### src/rtl/pwx_pkg.sv
package pwx_pkg;

  localparam int PORT_W = 16;
  localparam int ADDR_W = 32;
  localparam int DATA_W = 32;
  localparam int BE_W   = DATA_W / 8;
  localparam int HALF_W = 16;

  localparam int NWIN      = 9;
  localparam int MERGE_WIN = 0;   // lowest index wins: merge window has top priority

  localparam logic [ADDR_W-1:0] FALLBACK_ADDR = 32'hFF00_0030;

  typedef struct packed {
    logic [PORT_W-1:0] lo;
    logic [PORT_W-1:0] hi;
    logic              shifted;
    logic [ADDR_W-1:0] base;
  } win_t;

  localparam win_t WIN_TABLE [NWIN] = '{
    '{16'h0300, 16'h030F, 1'b0, 32'hA750_0000},
    '{16'h0290, 16'h0293, 1'b0, 32'hA770_0000},
    '{16'h03F0, 16'h03F1, 1'b1, 32'hA780_0000},
    '{16'h01F0, 16'h01F7, 1'b1, 32'hA780_0000},
    '{16'h03F6, 16'h03F6, 1'b1, 32'hA780_0000},
    '{16'h0170, 16'h0177, 1'b1, 32'hA780_0000},
    '{16'h0376, 16'h0376, 1'b1, 32'hA780_0000},
    '{16'h03F8, 16'h0407, 1'b1, 32'hA780_0000},
    '{16'h02F8, 16'h0307, 1'b1, 32'hA780_0000}
  };

  typedef enum logic [1:0] {
    SZ_BYTE = 2'd0,
    SZ_WORD = 2'd1,
    SZ_LONG = 2'd2
  } size_e;

  typedef enum logic [2:0] {
    ST_IDLE,
    ST_ISSUE,
    ST_MRD,
    ST_MWR,
    ST_RESP
  } state_e;

  function automatic logic [BE_W-1:0] size_be(input logic [1:0] sz);
    case (sz)
      SZ_BYTE: size_be = BE_W'(4'b0001);
      SZ_WORD: size_be = BE_W'(4'b0011);
      default: size_be = '1;
    endcase
  endfunction

endpackage

### src/rtl/pwx_decode.sv
module pwx_decode
  import pwx_pkg::*;
#(
  parameter int N_WIN     = NWIN,
  parameter int MERGE_IDX = MERGE_WIN
) (
  input  logic [PORT_W-1:0] port,
  output logic [ADDR_W-1:0] addr,
  output logic              merge_hit,
  output logic              miss
);

  logic [N_WIN-1:0]             hit;
  logic [N_WIN-1:0][ADDR_W-1:0] cand;

  for (genvar i = 0; i < N_WIN; i++) begin : g_win
    assign hit[i] = (port >= WIN_TABLE[i].lo) && (port <= WIN_TABLE[i].hi);
    if (WIN_TABLE[i].shifted) begin : g_shift
      assign cand[i] = WIN_TABLE[i].base + ADDR_W'({port, 1'b0});
    end else begin : g_linear
      assign cand[i] = WIN_TABLE[i].base + ADDR_W'(port - WIN_TABLE[i].lo);
    end
  end

  // Priority: the lowest-numbered matching window decides.
  always_comb begin
    addr      = FALLBACK_ADDR;
    merge_hit = 1'b0;
    for (int i = N_WIN - 1; i >= 0; i--) begin
      if (hit[i]) begin
        addr      = cand[i];
        merge_hit = (i == MERGE_IDX);
      end
    end
  end

  assign miss = ~|hit;

endmodule

### src/rtl/pwx_flag.sv
module pwx_flag (
  input  logic clk,
  input  logic rst_n,
  input  logic set,
  input  logic clr,
  output logic flag
);

  always_ff @(posedge clk) begin
    if (!rst_n)      flag <= 1'b0;
    else if (set)    flag <= 1'b1;
    else if (clr)    flag <= 1'b0;
  end

  p_flag_set_r6: assert property (@(posedge clk) disable iff (!rst_n)
    set |=> flag);
  p_flag_clr_r6: assert property (@(posedge clk) disable iff (!rst_n)
    (clr && !set) |=> !flag);
  p_flag_keep_r6: assert property (@(posedge clk) disable iff (!rst_n)
    (flag && !clr) |=> flag);

endmodule

### src/rtl/pwx_seq.sv
module pwx_seq
  import pwx_pkg::*;
(
  input  logic              clk,
  input  logic              rst_n,
  input  logic              req_valid,
  output logic              req_ready,
  input  logic              req_odd,
  input  logic              req_write,
  input  logic [1:0]        req_size,
  input  logic [DATA_W-1:0] req_wdata,
  input  logic [ADDR_W-1:0] dec_addr,
  input  logic              dec_merge,
  output logic              rsp_valid,
  input  logic              rsp_ready,
  output logic [DATA_W-1:0] rsp_rdata,
  output logic              bus_valid,
  input  logic              bus_ready,
  output logic [ADDR_W-1:0] bus_addr,
  output logic              bus_write,
  output logic [BE_W-1:0]   bus_be,
  output logic [DATA_W-1:0] bus_wdata,
  input  logic [DATA_W-1:0] bus_rdata
);

  localparam logic [BE_W-1:0] HALF_BE = BE_W'(4'b0011);

  state_e            state;
  logic [ADDR_W-1:0] r_addr;
  logic              r_write;
  logic [1:0]        r_size;
  logic [DATA_W-1:0] r_wdata;
  logic              r_odd;
  logic [HALF_W-1:0] r_merge;
  logic              accept;
  logic              merge_op;

  assign req_ready = (state == ST_IDLE);
  assign accept    = req_valid && req_ready;
  assign merge_op  = dec_merge && req_write && (req_size == SZ_BYTE);

  always_ff @(posedge clk) begin
    if (!rst_n) begin
      state     <= ST_IDLE;
      r_addr    <= '0;
      r_write   <= 1'b0;
      r_size    <= '0;
      r_wdata   <= '0;
      r_odd     <= 1'b0;
      r_merge   <= '0;
      rsp_rdata <= '0;
    end else begin
      case (state)
        ST_IDLE: if (accept) begin
          r_addr  <= merge_op ? {dec_addr[ADDR_W-1:1], 1'b0} : dec_addr;
          r_write <= req_write;
          r_size  <= req_size;
          r_wdata <= req_wdata;
          r_odd   <= req_odd;
          state   <= merge_op ? ST_MRD : ST_ISSUE;
        end
        ST_ISSUE: if (bus_ready) begin
          rsp_rdata <= r_write ? '0 : bus_rdata;
          state     <= ST_RESP;
        end
        ST_MRD: if (bus_ready) begin
          r_merge <= r_odd ? {r_wdata[7:0], bus_rdata[7:0]}
                           : {bus_rdata[15:8], r_wdata[7:0]};
          state   <= ST_MWR;
        end
        ST_MWR: if (bus_ready) begin
          rsp_rdata <= '0;
          state     <= ST_RESP;
        end
        ST_RESP: if (rsp_ready) state <= ST_IDLE;
        default: state <= ST_IDLE;
      endcase
    end
  end

  always_comb begin
    bus_valid = (state == ST_ISSUE) || (state == ST_MRD) || (state == ST_MWR);
    bus_addr  = r_addr;
    bus_write = (state == ST_ISSUE) ? r_write : (state == ST_MWR);
    bus_be    = (state == ST_ISSUE) ? size_be(r_size) : HALF_BE;
    bus_wdata = (state == ST_MWR) ? DATA_W'(r_merge) : r_wdata;
  end

  assign rsp_valid = (state == ST_RESP);

  p_bus_hold_r11: assert property (@(posedge clk) disable iff (!rst_n)
    (bus_valid && !bus_ready) |=> bus_valid && $stable(bus_addr)
                                  && $stable(bus_write) && $stable(bus_be));
  p_rsp_hold_r11: assert property (@(posedge clk) disable iff (!rst_n)
    (rsp_valid && !rsp_ready) |=> rsp_valid && $stable(rsp_rdata));
  p_idle_quiet_r11: assert property (@(posedge clk) disable iff (!rst_n)
    req_ready |-> !bus_valid && !rsp_valid);
  p_merge_follow_r7: assert property (@(posedge clk) disable iff (!rst_n)
    (state == ST_MRD && bus_ready) |=> bus_valid && bus_write && $stable(bus_addr));
  p_merge_even_r8: assert property (@(posedge clk) disable iff (!rst_n)
    (state == ST_MRD) |-> !bus_write && !bus_addr[0]);

endmodule

### src/rtl/port_window_xlate.sv
module port_window_xlate
  import pwx_pkg::*;
(
  input  logic              clk,
  input  logic              rst_n,
  input  logic              req_valid,
  output logic              req_ready,
  input  logic [PORT_W-1:0] req_port,
  input  logic              req_write,
  input  logic [1:0]        req_size,
  input  logic [DATA_W-1:0] req_wdata,
  output logic              rsp_valid,
  input  logic              rsp_ready,
  output logic [DATA_W-1:0] rsp_rdata,
  output logic              bus_valid,
  input  logic              bus_ready,
  output logic [ADDR_W-1:0] bus_addr,
  output logic              bus_write,
  output logic [BE_W-1:0]   bus_be,
  output logic [DATA_W-1:0] bus_wdata,
  input  logic [DATA_W-1:0] bus_rdata,
  input  logic              unexp_clr,
  output logic              unexp_flag
);

  logic [ADDR_W-1:0] dec_addr;
  logic              dec_merge;
  logic              dec_miss;

  pwx_decode #(.N_WIN(NWIN), .MERGE_IDX(MERGE_WIN)) u_decode (
    .port      (req_port),
    .addr      (dec_addr),
    .merge_hit (dec_merge),
    .miss      (dec_miss)
  );

  pwx_seq u_seq (
    .clk       (clk),
    .rst_n     (rst_n),
    .req_valid (req_valid),
    .req_ready (req_ready),
    .req_odd   (req_port[0]),
    .req_write (req_write),
    .req_size  (req_size),
    .req_wdata (req_wdata),
    .dec_addr  (dec_addr),
    .dec_merge (dec_merge),
    .rsp_valid (rsp_valid),
    .rsp_ready (rsp_ready),
    .rsp_rdata (rsp_rdata),
    .bus_valid (bus_valid),
    .bus_ready (bus_ready),
    .bus_addr  (bus_addr),
    .bus_write (bus_write),
    .bus_be    (bus_be),
    .bus_wdata (bus_wdata),
    .bus_rdata (bus_rdata)
  );

  pwx_flag u_flag (
    .clk   (clk),
    .rst_n (rst_n),
    .set   (req_valid && req_ready && dec_miss),
    .clr   (unexp_clr),
    .flag  (unexp_flag)
  );

  p_fallback_r5: assert property (@(posedge clk) disable iff (!rst_n)
    (req_valid && req_ready && dec_miss) |=> bus_valid && (bus_addr == FALLBACK_ADDR));

endmodule

### config.mk
export PLATFORM = sky130hd
export DESIGN_NAME = port_window_xlate
export DESIGN_NICKNAME = d
export VERILOG_FILES = /design/src/rtl/pwx_pkg.sv /design/src/rtl/pwx_decode.sv /design/src/rtl/pwx_flag.sv /design/src/rtl/pwx_seq.sv /design/src/rtl/port_window_xlate.sv
export SDC_FILE = /design/constraint.sdc
export NUM_CORES = 1
export LEC_CHECK = 0
export ABC_AREA = 0
export BUFFER_PORTS_ARGS = -buffer_cell sky130_fd_sc_hd__buf_2
export CORE_ASPECT_RATIO = 1.5
export CORE_MARGIN = 5
export CORE_UTILIZATION = 25
export CTS_BUF_LIST = sky130_fd_sc_hd__clkbuf_4 sky130_fd_sc_hd__clkbuf_8
export CTS_CLUSTER_SIZE = 20
export DETAILED_ROUTE_END_ITERATION = 16
export PLACE_DENSITY = 0.56
export SLEW_MARGIN = 20
export SYNTH_ARGS = -nofsm -noshare
export SYNTH_HDL_FRONTEND = slang
export SYNTH_SLANG_ARGS = --single-unit
### constraint.sdc
create_clock -name clk -period 4.11 [get_ports clk]
set_input_delay 0.411 -clock clk [delete_from_list [all_inputs] [get_ports clk]]
set_output_delay 0.411 -clock clk [all_outputs]
set_load 0.05 [all_outputs]
==> flow_summary.ini, run 1 <==
[routing]
via_to_cell_ratio = 4.76
postRouteWirelength_um = 17800
drt_drc_violations_left = 0
drtPass1Iterations = 4
route.vias.total = 5004
drtIter0Drc = 278
drtAntennaViolNets = 0
route.detailed.wl_per_inst_um = 16.9

[cts]
postCtsSetupBuffers = 0
numClockSinks = 112
ctsHoldBuffers = 0
cts.reportedPaths.clkPinSlew_ns = 0.12
number_of_clock_buffers_inserted_by_tritoncts = 9
clkLatencyLatePin_ns = 0.39
htree_num_levels = 3
tritoncts = done
clockBufferDepth = 2
cts_root_buf = sky130_fd_sc_hd__clkbuf_8
cts-resized-gates = 0

[yosys]
synthDominantCellAreaShare = 0.432
yosys_register_bits = 112
synth_sequential_area_ratio = 0.432
syn_area_per_cell_um2 = 8.22
post_synth_num_cell_types = 57
synth_edf_count = 0
synthCells = 631
leading_cell_types_by_count_after_synthesis = sky130_fd_sc_hd__dfxtp_1 (112), sky130_fd_sc_hd__nand2_1 (93), sky130_fd_sc_hd__nor2_1 (72), sky130_fd_sc_hd__a21oi_1 (62), sky130_fd_sc_hd__clkbuf_1 (47)
synth_most_common_cell = sky130_fd_sc_hd__dfxtp_1
synth.top_cells.by_area = sky130_fd_sc_hd__dfxtp_1 (43%), sky130_fd_sc_hd__nand2_1 (6.7%), sky130_fd_sc_hd__a21oi_1 (6.0%), sky130_fd_sc_hd__nor2_1 (5.2%), sky130_fd_sc_hd__a22oi_1 (4.6%)
synth_fp_nets = 728
synth_largest_area_cell = sky130_fd_sc_hd__dfxtp_1
synth_flop_type = sky130_fd_sc_hd__dfxtp_1
yosys_warnings = 0
syn-cell-area_mm2 = 0.00519
synth_async_sr_flop_share = 0

[placed_design]
post-place-ws_ns = 0.878
globalplace.congestion = 0.912
io_buffer_count = 192
dp_hpwl_um = 13000

[floorplan]
die-area_mm2 = 0.0238
rows = 64
initial_core_util = 0.254
chipHeight_um = 186
die_w_um = 128
core_area_mm2 = 0.0204
pin_count = 194

[sta]
totalNegativeSetupSlack_ns = 0
layout_min_cycle_time_ns = 2.97
timing.final.crit_share = 0.724
timing.final.ws_setup_ns = 1.14
tightest_slew_ns = 1.00
setup_viol = 0
finClkSkew_ns = 0.0115
max_slew_margin = 0.328
timing_hold_violations_final = 0
fmax_mhz = 336
timing_max_transition_violations_final = 0
timing.hold.ws_ns = 0.243
rsz_0062_raised_after_global_routing = false

[global_routing]
grt.overflow.total = 0
first_pass_grt_wire_length_um = 27400
first_global_vias = 4763
antenna_found_initial = 1
maximum_number_of_pins_on_one_net_before_global_route_repair = 58
globalRouteTotalUtil = 0.146

[power_and_ir_drop]
powerDensity_mw_per_mm2 = 448
total_power_uw = 2910
power.leakage_uw = 0.00285
power.ir.vdd_worst_uv = 156

[setup_path]
critical_path.endpoint_type = primary output
worstSetupStartpointType = flop
critical_path_required_ns = 3.70
worstPathArrival_ns = 2.56
critical_path_fanout_max = 19
worst_setup_path_class = reg -> out

[finish]
layout-area-overhead-vs-synth_pct = 25.5
drive_above_1_share = 0.314
final.fill_count = 2278
final_nets = 878

[job]
maxcap_violations = 0

[run_status]
status = finished, final reports clean

[min_path]
min-delay-path-class = in -> reg
-- cell families (layout without fill, tap and decap cells) --
logic type	after synthesis	in the layout	synth area share
other cells	1	3	0.000723
simple gates	243	243	0.216
mux	34	34	0.0697
flops	112	112	0.432
fa+ha+maj	8	8	0.0193
buf+inv	71	226	0.0601
compound gates	162	162	0.202
-- cells in the final DEF (no fill, tap or decap), types with 3 or more instances in the layout --
cell type and instances:
sky130_fd_sc_hd__a211oi_1 18, sky130_fd_sc_hd__a21oi_1 62, sky130_fd_sc_hd__a22oi_1 32, sky130_fd_sc_hd__a31oi_1 4, sky130_fd_sc_hd__and2_1 20, sky130_fd_sc_hd__and3_1 3
sky130_fd_sc_hd__buf_2 192, sky130_fd_sc_hd__buf_4 8, sky130_fd_sc_hd__clkbuf_8 9, sky130_fd_sc_hd__dfxtp_1 112, sky130_fd_sc_hd__ha_1 8, sky130_fd_sc_hd__inv_1 9
sky130_fd_sc_hd__mux2_2 17, sky130_fd_sc_hd__mux2i_1 17, sky130_fd_sc_hd__nand2_1 92, sky130_fd_sc_hd__nand2b_1 5, sky130_fd_sc_hd__nand3_1 8, sky130_fd_sc_hd__nand4_1 5
sky130_fd_sc_hd__nor2_1 72, sky130_fd_sc_hd__nor2b_1 3, sky130_fd_sc_hd__nor3_1 11, sky130_fd_sc_hd__o211ai_1 4, sky130_fd_sc_hd__o21ai_0 16, sky130_fd_sc_hd__or3_1 5
-- layout make-up --
cell class                      count  area, µm²  share of cell area
Sequential cell                   112       2240               0.345
Clock buffer                        9        124              0.0190
Multi-Input combinational cell    448       2640               0.406
Clock inverter                      7        103              0.0158
Inverter                           10       38.8             0.00596
Timing Repair Buffer              200       1020               0.157
Tap cell                          264        330              0.0508
Antenna cell                        2       5.00            0.000769
-- routing by layer --
layer,vias to the layer above,global-route usage,wire length [µm]
met3,22,0.0286,1050
met4,0,0.0592,374
li1,2499,-,-
met5,-,0,0
met1,2337,0.167,6890
met2,146,0.262,9460
-- report_power, final --
group	total, µW	leakage (µW)	internal, µW	switching, µW
combinational	921	0.00182	235	686
sequential	1230	0.000912	1170	58.8
clock	762	0.000110	350	412
-- metrics by stage --
stage / utilization / instances / instance area, µm²
CTS: 0.318 / 1050 / 6500
detailed placement: 0.307 / 1034 / 6270
floorplan: - / 631 / 5190
global placement: 0.307 / 1034 / 6270
global route: 0.319 / 1051 / 6500
finish: 0.319 / 1052 / 6510
-- worst max-delay path, stage by stage (launching register included) --
cell	delay [ns]
sky130_fd_sc_hd__dfxtp_1	0.39
sky130_fd_sc_hd__nor2b_1	0.38
sky130_fd_sc_hd__nand2_1	0.48
sky130_fd_sc_hd__buf_4	0.39
sky130_fd_sc_hd__mux2_2	0.31
sky130_fd_sc_hd__buf_2	0.22
-- worst paths after layout --
kind | slack, ns | cells past startpoint | endpoint | start
worst min register to register | 0.46 | 2 | u_seq.bus_addr[0]$_SDFFE_PN0P_ | u_seq.bus_addr[0]$_SDFFE_PN0P_
worst min-delay path | 0.24 | 3 | u_seq.r_wdata[2]$_SDFFE_PN0P_ | req_wdata[2]
worst max register to register | 1.64 | 7 | u_seq.rsp_rdata[23]$_SDFFE_PN0P_ | u_seq.state[0]$_SDFFE_PN0P_
worst max-delay path | 1.14 | 5 | bus_wdata[7] | u_seq.state[0]$_SDFFE_PN0P_
-- state kept, by name, indices dropped and copies added, names as in the netlist --
signal           cells
u_seq.bus_addr      24
u_seq.r_odd          1
u_seq.r_merge       16
u_seq.r_size         2
u_seq.state          3
u_flag.flag          1
u_seq.r_wdata       32
u_seq.r_write        1
u_seq.rsp_rdata     32
(Power assumes the default switching activity.)
==> inputs of run 2 (changes only) <==
==> constraint.sdc (replaced) <==
create_clock -name clk -period 3 [get_ports clk]
set_input_delay 0.3 -clock clk [delete_from_list [all_inputs] [get_ports clk]]
set_output_delay 0.3 -clock clk [all_outputs]
set_load 0.05 [all_outputs]
==> flow_summary.ini, run 2 (same netlist as run 1, synthesis figures left out) <==
[run_status]
status = finished, final reports clean

[placed_design]
post-place-ws_ns = 0.169
globalplace.congestion = 0.901
io_buffer_count = 192
dp_hpwl_um = 13300

[global_routing]
maximum_number_of_pins_on_one_net_before_global_route_repair = 73
grt.overflow.total = 0
antenna_found_initial = 1
globalRouteTotalUtil = 0.146
first_global_vias = 4832
first_pass_grt_wire_length_um = 27300

[setup_path]
worstSetupStartpointType = input port
critical_path_required_ns = 3.24
critical_path_fanout_max = 6
critical_path.endpoint_type = flop
worst_setup_path_class = in -> reg
worstPathArrival_ns = 2.69
reg2reg_setup_slack_ns = 0.85

[cts]
numClockSinks = 112
tritoncts = done
clkLatencyLatePin_ns = 0.38
postCtsSetupBuffers = 0
number_of_clock_buffers_inserted_by_tritoncts = 9
cts_root_buf = sky130_fd_sc_hd__clkbuf_8
cts-resized-gates = 0
cts.reportedPaths.clkPinSlew_ns = 0.11
ctsHoldBuffers = 0
htree_num_levels = 3
clockBufferDepth = 2

[floorplan]
rows = 64
chipHeight_um = 186
core_area_mm2 = 0.0204
die_w_um = 128
die-area_mm2 = 0.0238
pin_count = 194
initial_core_util = 0.254

[power_and_ir_drop]
powerDensity_mw_per_mm2 = 587
power.leakage_uw = 0.00286
power.ir.vdd_worst_uv = 218

[routing]
drtIter0Drc = 291
route.vias.total = 5007
drt_drc_violations_left = 0
via_to_cell_ratio = 4.72
route.detailed.wl_per_inst_um = 16.9
drtPass1Iterations = 4
postRouteWirelength_um = 17900
drtAntennaViolNets = 0

[sta]
totalNegativeSetupSlack_ns = 0
max_slew_margin = 0.454
timing_max_transition_violations_final = 0
timing.final.ws_setup_ns = 0.543
layout_min_cycle_time_ns = 2.46
setup_viol = 0
tightest_slew_ns = 0.820
finClkSkew_ns = 0.00877
timing.final.crit_share = 0.819
fmax_mhz = 407
timing_hold_violations_final = 0
rsz_0062_raised_after_global_routing = false

[finish]
total_area_of_multi_input_combinational_cells_mm2 = 0.00264
drive_above_1_share = 0.322
final_nets = 888
layout-area-overhead-vs-synth_pct = 25.9
final.fill_count = 2249
final_core_utilization = 0.320
layout_commonest_cell = sky130_fd_sc_hd__buf_2
register_cell_area_after_layout_mm2 = 0.00224
layout.cells.most_common_list = sky130_fd_sc_hd__buf_2 (192), sky130_fd_sc_hd__dfxtp_1 (112), sky130_fd_sc_hd__nand2_1 (92)

[job]
maxcap_violations = 0

[min_path]
min-delay-path-class = in -> reg
==> run 2: final timing paths <==
path	from	to	cells after the start
hold reg to reg	u_seq.r_wdata[22]$_SDFFE_PN0P_	u_seq.r_wdata[22]$_SDFFE_PN0P_	2
setup reg to reg	u_seq.state[2]$_SDFFE_PN0P_	u_seq.rsp_rdata[24]$_SDFFE_PN0P_	7
hold / removal	req_wdata[24]	u_seq.r_wdata[24]$_SDFFE_PN0P_	3
setup / recovery	req_port[5]	u_seq.state[0]$_SDFFE_PN0P_	9
==> run 2: power by group <==
part / internal [µW] / switching [µW] / total [µW]
Clock: 310 / 554 / 864
Sequential: 1610 / 75.1 / 1680
Combinational: 334 / 952 / 1290
==> run 2: critical path, cell delays in order <==
cell,delay (ns)
sky130_fd_sc_hd__buf_2,0.13
sky130_fd_sc_hd__inv_1,0.12
sky130_fd_sc_hd__ha_1,0.24
sky130_fd_sc_hd__or3b_2,0.45
sky130_fd_sc_hd__o311a_1,0.33
sky130_fd_sc_hd__or3_1,0.34
sky130_fd_sc_hd__or4b_4,0.53
sky130_fd_sc_hd__o211ai_1,0.18
sky130_fd_sc_hd__a21oi_1,0.08
==> run 2: routing by layer <==
| metal | wire length, µm | vias to the layer above | global-route usage |
|---|---|---|---|
| met5 | 0 | - | 0 |
| met4 | 256 | 0 | 0.0478 |
| met3 | 860 | 15 | 0.0249 |
| met2 | 9470 | 134 | 0.267 |
| met1 | 7300 | 2349 | 0.170 |
| li1 | - | 2509 | - |
==> run 2: final cells by class <==
type	count	share of cell area
multi-input cells	448	0.404
flip-flops and latches	112	0.343
repair buffers	210	0.168
well taps	264	0.0506
clock buffers	9	0.0190
clock inverters	7	0.00843
inverters	10	0.00594
diodes	1	0.000383
==> run 2: stage by stage <==
step           total power (µW)  hold WS (ns)  std cells  area [µm²]
3_5_place_dp               3020         0.444       1044        6350
3_3_place_gp               3020         0.438       1044        6350
2_1_floorplan              2650         0.432        631        5190
4_1_cts                    3900         0.112       1060        6530
6_report                   3830         0.144       1061        6530
5_1_grt                    4050         0.115       1061        6530
